### config.mk
export PLATFORM = sky130hd
export DESIGN_NAME = rr2d_xbar_sched
export DESIGN_NICKNAME = d
export VERILOG_FILES = /design/src/rtl/rr2d_pkg.sv /design/src/rtl/rr2d_slot_counter.sv /design/src/rtl/rr2d_sweep_order.sv /design/src/rtl/rr2d_diag_stage.sv /design/src/rtl/rr2d_xbar_sched.sv
export SDC_FILE = /design/constraint.sdc
export NUM_CORES = 1
export LEC_CHECK = 0
export ABC_CLOCK_PERIOD_IN_PS = 3900
export CORE_MARGIN = 2
export CORE_UTILIZATION = 65
export CTS_CLUSTER_DIAMETER = 50
export DETAILED_ROUTE_END_ITERATION = 10
export DONT_BUFFER_PORTS = 1
export GPL_TIMING_DRIVEN = 0
export MAX_ROUTING_LAYER = met4
export PLACE_DENSITY_LB_ADDON = 0.25
export SYNTH_ARGS = -nofsm -noshare
export SYNTH_HDL_FRONTEND = slang
export SYNTH_SLANG_ARGS = --single-unit
### constraint.sdc
create_clock -name clk -period 3.9 [get_ports clk]
set_clock_uncertainty 0.05 [all_clocks]
set_input_delay 0.39 -clock clk [delete_from_list [all_inputs] [get_ports clk]]
set_output_delay 0.39 -clock clk [all_outputs]
set_load 0.05 [all_outputs]
### src/rtl/rr2d_pkg.sv
package rr2d_pkg;

  // Wrap-around sum used for slot and sweep-order arithmetic
  function automatic int unsigned mod_add(int unsigned a, int unsigned b, int unsigned n);
    return (a + b) % n;
  endfunction

  // Diagonal number of matrix position (row, col)
  function automatic int unsigned diag_of(int unsigned row, int unsigned col, int unsigned n);
    return (col + n - (row % n)) % n;
  endfunction

endpackage

### src/rtl/rr2d_slot_counter.sv
module rr2d_slot_counter #(
  parameter int N  = 4,
  parameter int IW = (N > 1) ? $clog2(N) : 1
) (
  input  logic          clk,
  input  logic          rst,
  input  logic          adv,
  output logic [IW-1:0] slot
);

  localparam logic [IW-1:0] LAST = IW'(N - 1);

  logic [IW-1:0] slot_q;

  always_ff @(posedge clk) begin
    if (rst) begin
      slot_q <= '0;
    end else if (adv) begin
      slot_q <= (slot_q == LAST) ? '0 : slot_q + IW'(1);
    end
  end

  assign slot = slot_q;

  AST_SLOT_WRAP: assert property (@(posedge clk) disable iff (rst)
    (adv && slot_q == LAST) |=> (slot_q == '0));
  AST_SLOT_HOLD: assert property (@(posedge clk) disable iff (rst)
    !adv |=> $stable(slot_q));

endmodule

### src/rtl/rr2d_sweep_order.sv
module rr2d_sweep_order #(
  parameter int N  = 4,
  parameter int IW = (N > 1) ? $clog2(N) : 1
) (
  input  logic [IW-1:0]         slot,
  output logic [N-1:0][IW-1:0]  order
);

  // Step i of the sweep applies diagonal (i + slot) mod N
  for (genvar i = 0; i < N; i++) begin : g_step
    assign order[i] = IW'(rr2d_pkg::mod_add(int'(slot), i, N));
  end

endmodule

### src/rtl/rr2d_diag_stage.sv
module rr2d_diag_stage #(
  parameter int N  = 4,
  parameter int IW = (N > 1) ? $clog2(N) : 1
) (
  input  logic [IW-1:0]  pat,
  input  logic [N*N-1:0] req,
  input  logic [N-1:0]   row_busy_i,
  input  logic [N-1:0]   col_busy_i,
  output logic [N*N-1:0] grant,
  output logic [N-1:0]   row_busy_o,
  output logic [N-1:0]   col_busy_o
);

  logic [N-1:0] col_hit;

  for (genvar r = 0; r < N; r++) begin : g_row
    for (genvar c = 0; c < N; c++) begin : g_col
      localparam int unsigned DIAG = rr2d_pkg::diag_of(r, c, N);
      assign grant[r*N+c] = (pat == IW'(DIAG)) && req[r*N+c]
                            && !row_busy_i[r] && !col_busy_i[c];
    end
    assign row_busy_o[r] = row_busy_i[r] | (|grant[r*N +: N]);
  end

  always_comb begin
    col_hit = '0;
    for (int r = 0; r < N; r++) begin
      col_hit = col_hit | grant[r*N +: N];
    end
  end

  assign col_busy_o = col_busy_i | col_hit;

endmodule

### src/rtl/rr2d_xbar_sched.sv
module rr2d_xbar_sched #(
  parameter int N  = 4,
  parameter int IW = (N > 1) ? $clog2(N) : 1
) (
  input  logic           clk,
  input  logic           rst,
  input  logic           req_valid,
  input  logic [N*N-1:0] req_matrix,
  output logic           alloc_valid,
  output logic [N*N-1:0] alloc_matrix,
  output logic [IW-1:0]  alloc_slot
);

  localparam int NN = N * N;

  logic [IW-1:0]        slot;
  logic [N-1:0][IW-1:0] order;
  logic [N:0][N-1:0]    row_chain;
  logic [N:0][N-1:0]    col_chain;
  logic [N-1:0][NN-1:0] stage_grant;
  logic [NN-1:0]        grant_all;

  rr2d_slot_counter #(.N(N), .IW(IW)) slot_i (
    .clk  (clk),
    .rst  (rst),
    .adv  (req_valid),
    .slot (slot)
  );

  rr2d_sweep_order #(.N(N), .IW(IW)) order_i (
    .slot  (slot),
    .order (order)
  );

  assign row_chain[0] = '0;
  assign col_chain[0] = '0;

  for (genvar s = 0; s < N; s++) begin : g_stage
    rr2d_diag_stage #(.N(N), .IW(IW)) stage_i (
      .pat        (order[s]),
      .req        (req_matrix),
      .row_busy_i (row_chain[s]),
      .col_busy_i (col_chain[s]),
      .grant      (stage_grant[s]),
      .row_busy_o (row_chain[s+1]),
      .col_busy_o (col_chain[s+1])
    );
  end

  always_comb begin
    grant_all = '0;
    for (int s = 0; s < N; s++) begin
      grant_all = grant_all | stage_grant[s];
    end
  end

  always_ff @(posedge clk) begin
    if (rst) begin
      alloc_valid  <= 1'b0;
      alloc_matrix <= '0;
      alloc_slot   <= '0;
    end else begin
      alloc_valid <= req_valid;
      if (req_valid) begin
        alloc_matrix <= grant_all;
        alloc_slot   <= slot;
      end
    end
  end

  // ---------------- assertions ----------------
  function automatic logic [NN-1:0] lead_mask(logic [IW-1:0] k);
    logic [NN-1:0] m;
    m = '0;
    for (int r = 0; r < N; r++) begin
      for (int c = 0; c < N; c++) begin
        if (rr2d_pkg::diag_of(r, c, N) == int'(k)) m[r*N+c] = 1'b1;
      end
    end
    return m;
  endfunction

  logic [N-1:0] rows_of_grant;
  logic [N-1:0] cols_of_grant;
  always_comb begin
    rows_of_grant = '0;
    cols_of_grant = '0;
    for (int r = 0; r < N; r++) begin
      rows_of_grant[r] = |grant_all[r*N +: N];
      cols_of_grant    = cols_of_grant | grant_all[r*N +: N];
    end
    if (!rst) begin
      AST_BUSY_ROWS: assert (row_chain[N] == rows_of_grant);
      AST_BUSY_COLS: assert (col_chain[N] == cols_of_grant);
    end
  end

  for (genvar r = 0; r < N; r++) begin : g_chk_row
    AST_ROW_SINGLE: assert property (@(posedge clk) disable iff (rst)
      $onehot0(alloc_matrix[r*N +: N]));
  end

  for (genvar c = 0; c < N; c++) begin : g_chk_col
    logic [N-1:0] col_bits;
    for (genvar r = 0; r < N; r++) begin : g_bit
      assign col_bits[r] = alloc_matrix[r*N+c];
    end
    AST_COL_SINGLE: assert property (@(posedge clk) disable iff (rst)
      $onehot0(col_bits));
  end

  AST_GRANT_SUBSET: assert property (@(posedge clk) disable iff (rst)
    alloc_valid |-> ((alloc_matrix & ~$past(req_matrix)) == '0));
  AST_VALID_FOLLOWS: assert property (@(posedge clk) disable iff (rst)
    req_valid |=> alloc_valid);
  AST_VALID_QUIET: assert property (@(posedge clk) disable iff (rst)
    !req_valid |=> (!alloc_valid && $stable(alloc_matrix)));
  AST_LEAD_SERVED: assert property (@(posedge clk) disable iff (rst)
    alloc_valid |-> ((alloc_matrix & lead_mask(alloc_slot))
                     == ($past(req_matrix) & lead_mask(alloc_slot))));

endmodule

==> metrics list, run 1 <==
- Run status: complete, no violations
- 38 I/O pins were placed.
- Final Critical Period: 3.74 ns
* Filler instances: 332
- Dividing the detail-routed wire length by the instance count gives 23.8 µm.
* Number of hold buffers added after cts: 0
* Standard cell core area: 3610 µm²
- Power density relative to cell area: 325 nW/µm²
* Rel. slew slack: 39.1%
- Count of buffers inserted at the top-level ports: 0
- Post-synthesis instance total: 330
* Die Ht: 64.8 µm
* Synthesized Nets: 353
* Uppermost layer routed: met4
- The count of nets left with antenna violations once routing finished came out at 0.
- For the pin with the worst max-slew slack, the measured transition is 0.900 ns.
- The number of antenna violations at the first check in global routing was 0.
- Setup_tns: 0 ns
- After clock tree synthesis, the repair step resized 0 gates.
- The die covers roughly 4200 µm².
- The worst hold path belongs to the class in -> reg.
- RSZ-0062 raised after global routing: false
- Met3 wire len: 1380 µm
* Register-to-Register Path Depth: 10
- Final Routed Wirelength: 9090 µm
- Of the total power, the share spent switching nets is 46.9%.
* Final instance count without filler cells: between 300 and 400
- Synthesis instantiated 77 different standard cells from the library.
* Placed cell count: approximately 380
- The number of slew-limit violations in the final report came to 0.
- During synthesis, Yosys emitted a total of 0 warnings.
- Static timing analysis puts the maximum clock frequency at 267 MHz.
- Proportion of layout cells with a drive suffix above 1: 11.7%
* Pin count of the biggest net entering global routing: 12
- The critical path is of the reg -> reg type.
* Number of enable-type register cells in the synthesized netlist: 0
- Dividing the final minimum period by the clock period gives 95.9%.
* Worst-Skew Late Latency: roughly 0.27 ns
- Number of storage elements in the synthesis netlist: 21
- Summed over all nets, wire length on met2 after detailed routing comes to 3740 µm.
- The HPWL after detailed placement is 6710 µm.
* Max-Cap Viols: 0
* Critical Path Start Type: flip-flop
* Critical path capture point: alloc_matrix[7]
- Registers are responsible for around 36% of the overall power.
- Number of clock sinks: 21
- The analysis attributes to cell leakage a power of just over 0.9 nW.
- IR analysis of the VDD net gives a maximum drop of 297 µV.
- H-tree levels: 1
- The synthesized netlist occupies a cell area of 2410 µm².
- In the final routing, the length of wire on met1 measures 3310 µm.
- Slack of the worst reg-to-reg path: 0.16 ns
- STA puts the critical path data required time at 4.04 ns.
* Seq. cell area: ~420 µm²
* Combined area of the multi-input logic cells: between 1500 and 2000 µm²
- Die span in x: 64.8 µm
- The worst register-to-register path begins at slot_i.slot[0].
* Average instance area after synthesis: 7.29 µm²
- Most used DFF post-synth: sky130_fd_sc_hd__dfxtp_1
* Comb power frac: 46.0%
* Weighted congestion at the end of routability-driven global placement: 1.10
- The initial utilization of the core area, before any placement, comes to 66.7%.
- For this design the total switching power over the nets is 0.383 mW.
- Data arrival time of the critical path: 3.87 ns
* First-pass GRT wire length: 14,300 µm
* Std cell rows: 22
- The routed layout has between 3,000 and 4,000 vias.
- Layout area overhead: 4.37%
- Category of the worst setup path capture point: flip-flop
- Counting flops with an async set or reset pin after synthesis yields a share of 0%.
- The clock passes through at most 2 buffers.
- In the routed design, unresolved DRC markers number 0.
* Worst Path Max Fanout: 10
- Iteration count of the initial detailed-routing pass: 8
* Number of global-route vias before repair: approximately 2,800
- Endpoints failing hold: 0
- Global routing used 46.1% of the available tracks across all layers.
* Number of nets in the finished design: 358
* Routed via count divided by cell count: 7.87
- Clock-pin slew on the worst setup and hold paths: 0.08 ns
* Antenna fix cells: 0
* Reg-to-reg endpoint: alloc_matrix[7]
* Clock tree from TritonCTS: done
- For this run the aggregate overflow at the end of global routing stands at 0.
* Setup violations, final: 0
- The internal portion of the total power is 0.433 mW.
- After synthesis, flip-flops and latches occupy 17.5% of the total area.
* Violation count after the first detailed-routing iteration: 639
* Clk pwr share: 18.1%
- Post-CTS Repair Setup Buffers: 0
* TritonCTS Buffers: 3
- In this run the clock root is driven by a sky130_fd_sc_hd__clkbuf_8.
- Tracing the worst setup path back leads to its startpoint at slot_i.slot[0].
[metal layers]
metal	GRT usage, %	up-vias
li1	-	1286
met1	57.0	1303
met2	69.1	330
met3	12.7	87
met4	22.6	0
met5	-	-
[power groups by stage]
stage / Combinational (mW) / Sequential [mW] / Clock (mW)
floorplan: 0.268 / 0.294 / 0
global placement: 0.350 / 0.296 / 0
detailed placement: 0.352 / 0.298 / 0
CTS: 0.354 / 0.293 / 0.149
global route: 0.397 / 0.295 / 0.155
finish: 0.376 / 0.293 / 0.148
[critical path, stage by stage (launching register included)]
cell                       delay (ns)
sky130_fd_sc_hd__dfxtp_1         0.46
sky130_fd_sc_hd__inv_1           0.11
sky130_fd_sc_hd__ha_1            0.28
sky130_fd_sc_hd__buf_4           0.20
sky130_fd_sc_hd__a222oi_1        0.54
sky130_fd_sc_hd__nand4_1         0.23
sky130_fd_sc_hd__o21ai_0         0.46
sky130_fd_sc_hd__nor3_1          0.18
sky130_fd_sc_hd__nor4b_2         0.69
sky130_fd_sc_hd__nand3_1         0.17
sky130_fd_sc_hd__a311oi_1        0.29
[Yosys cell counts (3+ instances only)]
cell type                   n  share of area, %
sky130_fd_sc_hd__a211oi_1   9               2.8
sky130_fd_sc_hd__a21oi_1    9               1.9
sky130_fd_sc_hd__a311oi_1   7               2.5
sky130_fd_sc_hd__a31oi_1    5               1.3
sky130_fd_sc_hd__a41oi_1    3               1.1
sky130_fd_sc_hd__and2_1     9               2.3
sky130_fd_sc_hd__and3_1     5               1.3
sky130_fd_sc_hd__and4_1     4               1.5
sky130_fd_sc_hd__buf_6      5               2.3
sky130_fd_sc_hd__clkbuf_1  10               1.6
sky130_fd_sc_hd__clkbuf_2   3              0.62
sky130_fd_sc_hd__dfxtp_1   21                17
sky130_fd_sc_hd__ha_1       4               2.1
sky130_fd_sc_hd__inv_1      5              0.78
sky130_fd_sc_hd__mux2i_1    4               1.7
sky130_fd_sc_hd__nand2_1   47               7.3
sky130_fd_sc_hd__nand2_2    4               1.0
sky130_fd_sc_hd__nand3_1   14               2.9
sky130_fd_sc_hd__nand4_1   23               6.0
sky130_fd_sc_hd__nor2_1    32               5.0
sky130_fd_sc_hd__nor2b_1    9               2.3
sky130_fd_sc_hd__nor3_1    13               2.7
sky130_fd_sc_hd__nor4_1     3              0.78
sky130_fd_sc_hd__nor4_2     3               1.6
sky130_fd_sc_hd__o211a_1    3               1.2
sky130_fd_sc_hd__o211ai_1   5               1.6
sky130_fd_sc_hd__o21ai_0    4              0.83
sky130_fd_sc_hd__o21bai_1   4               1.2
[registers in the layout, indices dropped and copies added (netlist names)]
signal,cells
slot_i.slot,2
alloc_valid,1
alloc_matrix,16
alloc_slot,2
[worst min-delay path by stage]
| stage | startpoint | end | slack [ns] | cells past startpoint |
|---|---|---|---|---|
| 2_1_floorplan | slot_i.slot[1] | slot_i.slot[1] | 0.48 | 2 |
| 3_3_place_gp | req_matrix[9] | alloc_matrix[9] | 0.50 | 2 |
| 3_5_place_dp | req_matrix[15] | alloc_matrix[15] | 0.51 | 2 |
| 4_1_cts | req_matrix[15] | alloc_matrix[15] | 0.24 | 2 |
| 5_1_grt | req_matrix[9] | alloc_matrix[9] | 0.24 | 2 |
| 6_report | req_matrix[15] | alloc_matrix[15] | 0.24 | 2 |
[through the flow]
step | setup WS, ns | power, mW | hold slack (ns) | instance area (µm²) | util [%]
2_1_floorplan | 1.17 | 0.562 | 0.483 | 2410 | -
3_3_place_gp | 0.541 | 0.647 | 0.502 | 2470 | 68.4
3_5_place_dp | 0.438 | 0.649 | 0.512 | 2470 | 68.4
4_1_cts | 0.413 | 0.795 | 0.236 | 2510 | 69.6
5_1_grt | 0.0248 | 0.846 | 0.244 | 2510 | 69.6
6_report | 0.162 | 0.817 | 0.241 | 2510 | 69.6
[layout by cell type, fill, tap and decap left out, types with 7 or more instances in the layout]
| master | instances |
|---|---|
| sky130_fd_sc_hd__nor2b_1 | 9 |
| sky130_fd_sc_hd__nand4_1 | 23 |
| sky130_fd_sc_hd__a21oi_1 | 9 |
| sky130_fd_sc_hd__a311oi_1 | 7 |
| sky130_fd_sc_hd__clkbuf_1 | 11 |
| sky130_fd_sc_hd__and2_1 | 9 |
| sky130_fd_sc_hd__nor2_1 | 32 |
| sky130_fd_sc_hd__a211oi_1 | 9 |
| sky130_fd_sc_hd__nand3_1 | 14 |
| sky130_fd_sc_hd__dfxtp_1 | 21 |
| sky130_fd_sc_hd__nor3_1 | 13 |
| sky130_fd_sc_hd__nand2_1 | 47 |
[area by class of cell]
cell class | instances | area share [%]
Tap cell | 48 | 2.39
Clock buffer | 4 | 1.79
Inverter | 5 | 0.747
Sequential cell | 21 | 16.7
Buffer | 23 | 5.43
Multi-Input combinational cell | 281 | 72.9
[cell families after synthesis]
group | Yosys count | share of synthesized area, %
AOI/OAI and AO/OA | 81 | 27.6
and+or+nand+nor | 192 | 44.8
muxes | 4 | 1.66
buffers and inverters | 28 | 6.45
DFF | 21 | 17.5
adders and majority gates | 4 | 2.08
Power figures use the tool's default switching activity.
==> run 2: changes to the inputs <==
--- a/config.mk
+++ b/config.mk
@@ -5,9 +5,9 @@
 export SDC_FILE = /design/constraint.sdc
 export NUM_CORES = 1
 export LEC_CHECK = 0
-export ABC_CLOCK_PERIOD_IN_PS = 3900
+export ABC_CLOCK_PERIOD_IN_PS = 4800
 export CORE_MARGIN = 2
-export CORE_UTILIZATION = 65
+export CORE_UTILIZATION = 70
 export CTS_CLUSTER_DIAMETER = 50
 export DETAILED_ROUTE_END_ITERATION = 10
 export DONT_BUFFER_PORTS = 1
==> constraint.sdc (replaced) <==
create_clock -name clk -period 4.8 [get_ports clk]
set_clock_uncertainty 0.05 [all_clocks]
set_input_delay 0.48 -clock clk [delete_from_list [all_inputs] [get_ports clk]]
set_output_delay 0.48 -clock clk [all_outputs]
set_load 0.05 [all_outputs]
==> metrics list, run 2 (synthesis results as in run 1) <==
- Buffers and inverters on the worst path: 2
- Power density relative to cell area: 251 nW/µm²
- TritonCTS built the clock tree.
- Critical Path Start Type: flip-flop
* Max-Cap Viols: 0
- After filler insertion, the fill cell instance count of the layout stands at around 280.
- Comb power frac: 48.0%
- First-pass GRT wire length: between 10,000 and 15,000 µm
* Standard cell core area: 3310 µm²
- Antenna fix cells: 0
* Clock tree root driver cell: sky130_fd_sc_hd__clkbuf_4
- Highest attainable clock frequency: ~270 MHz
* Number of nets in the finished design: roughly 360
- Std cell rows: 21
- The worst-case IR drop observed on VDD is 250 µV.
* Effective utilization at floorplan: 72.7%
- Run status: complete, no violations
- The signal on the critical path passes through inv_1 > ha_1 > buf_4 > a222oi_1 > nand4_1 > o21ai_0 > nor3_1 > nor4b_2 > nand3_1 > a311oi_1.
- Hpwl dp: 6510 µm
* Worst Path Max Fanout: 10
- In the final layout, the share of cells above drive strength 1 is between 10% and 20%.
- The number of hold-slack violations in the final timing report was 0.
- Weighted congestion at the end of routability-driven global placement: 1.18
* Die span in x: 62.6 µm
- Post-CTS Repair Setup Buffers: 0
- Slowest stage delay, CP: 0.65 ns
- Proportion of total power due to net switching: between 40% and 50%
* Final Critical Period: between 3 and 4 ns
- Net switching power figure: between 0.2 and 0.3 mW
- Entering global routing, the biggest net connects 12 pins.
* Final Routed Wirelength: 8620 µm
- After detailed routing, the average wire length per cell comes to 22.7 µm.
- RSZ-0062 raised after global routing: false
- Routed via count divided by cell count: 7.89
- For this design, the sink count on the clock tree is 21.
- The setup path with the least slack is of type reg -> reg.
- Vias: 2,997
* Top-Level Pins: 38
* Cell type of the slowest stage on the worst timing path: sky130_fd_sc_hd__nor4b_2
- For this design the static power due to leakage is 0.899 nW.
- At the pin with the least slew margin, the transition time is ~0.80 ns.
- Measured along the y axis, the die boundary spans ~63 µm.
- Broken down by cell family, the worst path's largest delay share belongs to compound AO/OA/AOI/OAI gates.
- Post-route fraction of the period consumed by the critical path: 77.1%
- Setup violations, final: 0
- GRT Residual Overflow: 0
- The finished layout holds 380 standard cells, fillers aside.
- Clock-pin slew on the worst setup and hold paths: about 0.12 ns
* Data arrival time of the critical path: 3.88 ns
* Highest-count cells in the layout ignoring fill and taps: 47 x sky130_fd_sc_hd__nand2_1, 32 x sky130_fd_sc_hd__nor2_1, 23 x sky130_fd_sc_hd__nand4_1, 21 x sky130_fd_sc_hd__dfxtp_1, 14 x sky130_fd_sc_hd__nand3_1
- The worst pin sits at a relative slew slack of between 40% and 50%.
- In this run, the clock network consumes between 10% and 20% of the power.
- The number of global-route vias before repair was approximately 2,800.
* TritonCTS Buffers: 3
* Number of hold buffers added after cts: 0
- Once the clock tree was built, the resizer swapped 0 gates to a different size.
- STA puts the critical path data required time at between 4 and 5 ns.
- The first routing iteration left around 560 violations.
- For this run, design rule violations remaining after detail routing come to 0.
- Number of max-slew violations in the final report: 0
- Iteration count of the initial detailed-routing pass: 6
- The longest clock path from root to sink contains 2 buffers.
* Placed cell count: 376
- Sequential cells account for 37.9% of the total power.
- During placement, the flow inserted port buffers numbering 0.
- Number of nets with antenna violations after routing: 0
* Initial antenna violation count: 0
- After layout, the design draws a total of 0.625 mW.
* Largest register by flop count: alloc_matrix
- H-tree levels: 1
* Category of the worst setup path capture point: flip-flop
* Setup_tns: 0 ns
* Overall track demand over capacity in global routing: 45.3%
- Worst-Skew Late Latency: 0.31 ns
- Die footprint: 3920 µm²
- The min-delay analysis places its worst path in the category in -> reg.
- The area growth from synthesis to layout is 3.48%.
* Internal portion of total power: roughly 0.33 mW
- Most common cell after layout, fill and taps aside: sky130_fd_sc_hd__nand2_1
- Number of flip-flops in the largest register: 16
run 2: cell count changes in the layout (fill, tap and decap cells not counted):
cell,previous run,this run
sky130_fd_sc_hd__clkbuf_4,0,3
sky130_fd_sc_hd__clkbuf_8,3,0
run 2: final timing paths:
check,start,endpoint,slack [ns],depth (start not counted)
setup reg to reg,slot_i.slot[0],alloc_matrix[7],1.10,10
hold / removal,req_matrix[9],alloc_matrix[9],0.25,2
hold reg to reg,slot_i.slot[1],alloc_slot[1],0.54,2
setup / recovery,slot_i.slot[0],alloc_matrix[7],1.10,10
run 2: power by group through the flow:
stage,clock network [mW],logic (mW),registers [mW]
floorplan,0,0.218,0.239
global placement,0,0.281,0.241
detailed placement,0,0.282,0.241
CTS,0.0856,0.284,0.237
global route,0.0912,0.318,0.239
finish,0.0877,0.300,0.237
run 2: worst register-to-register path, stage by stage (launching register included):
cell and delay (ns):
sky130_fd_sc_hd__dfxtp_1 0.48, sky130_fd_sc_hd__inv_1 0.10, sky130_fd_sc_hd__ha_1 0.29, sky130_fd_sc_hd__buf_4 0.21, sky130_fd_sc_hd__a222oi_1 0.60, sky130_fd_sc_hd__nand4_1 0.20, sky130_fd_sc_hd__o21ai_0 0.39, sky130_fd_sc_hd__nor3_1 0.17
sky130_fd_sc_hd__nor4b_2 0.65, sky130_fd_sc_hd__nand3_1 0.18, sky130_fd_sc_hd__a311oi_1 0.31
run 2: layer usage:
layer / wire (µm) / global-route usage (%) / up-vias
li1: - / - / 1291
met3: 1460 / 16.0 / 99
met5: 0 / - / -
met1: 2940 / 53.0 / 1302
met2: 3470 / 65.2 / 305
met4: 744 / 30.6 / 0
run 2: layout make-up:
type / instances / area [µm²] / share of cell area, %
flip-flops and latches: 21 / 420 / 16.9
multi-input cells: 281 / 1830 / 73.5
well taps: 46 / 57.6 / 2.31
inverters: 5 / 18.8 / 0.754
plain buffers: 23 / 136 / 5.48
clock buffers: 4 / 26.3 / 1.06
run 2: per-stage QoR:
step | util [%] | worst slack, ns | hold slack [ns] | area, µm²
final | 75.2 | 1.10 | 0.255 | 2490
after floorplan | - | 2.07 | 0.483 | 2410
after detailed placement | 74.4 | 1.34 | 0.528 | 2460
after CTS | 75.2 | 1.31 | 0.266 | 2490
after global routing | 75.2 | 0.870 | 0.276 | 2490
after global placement | 74.4 | 1.49 | 0.508 | 2460
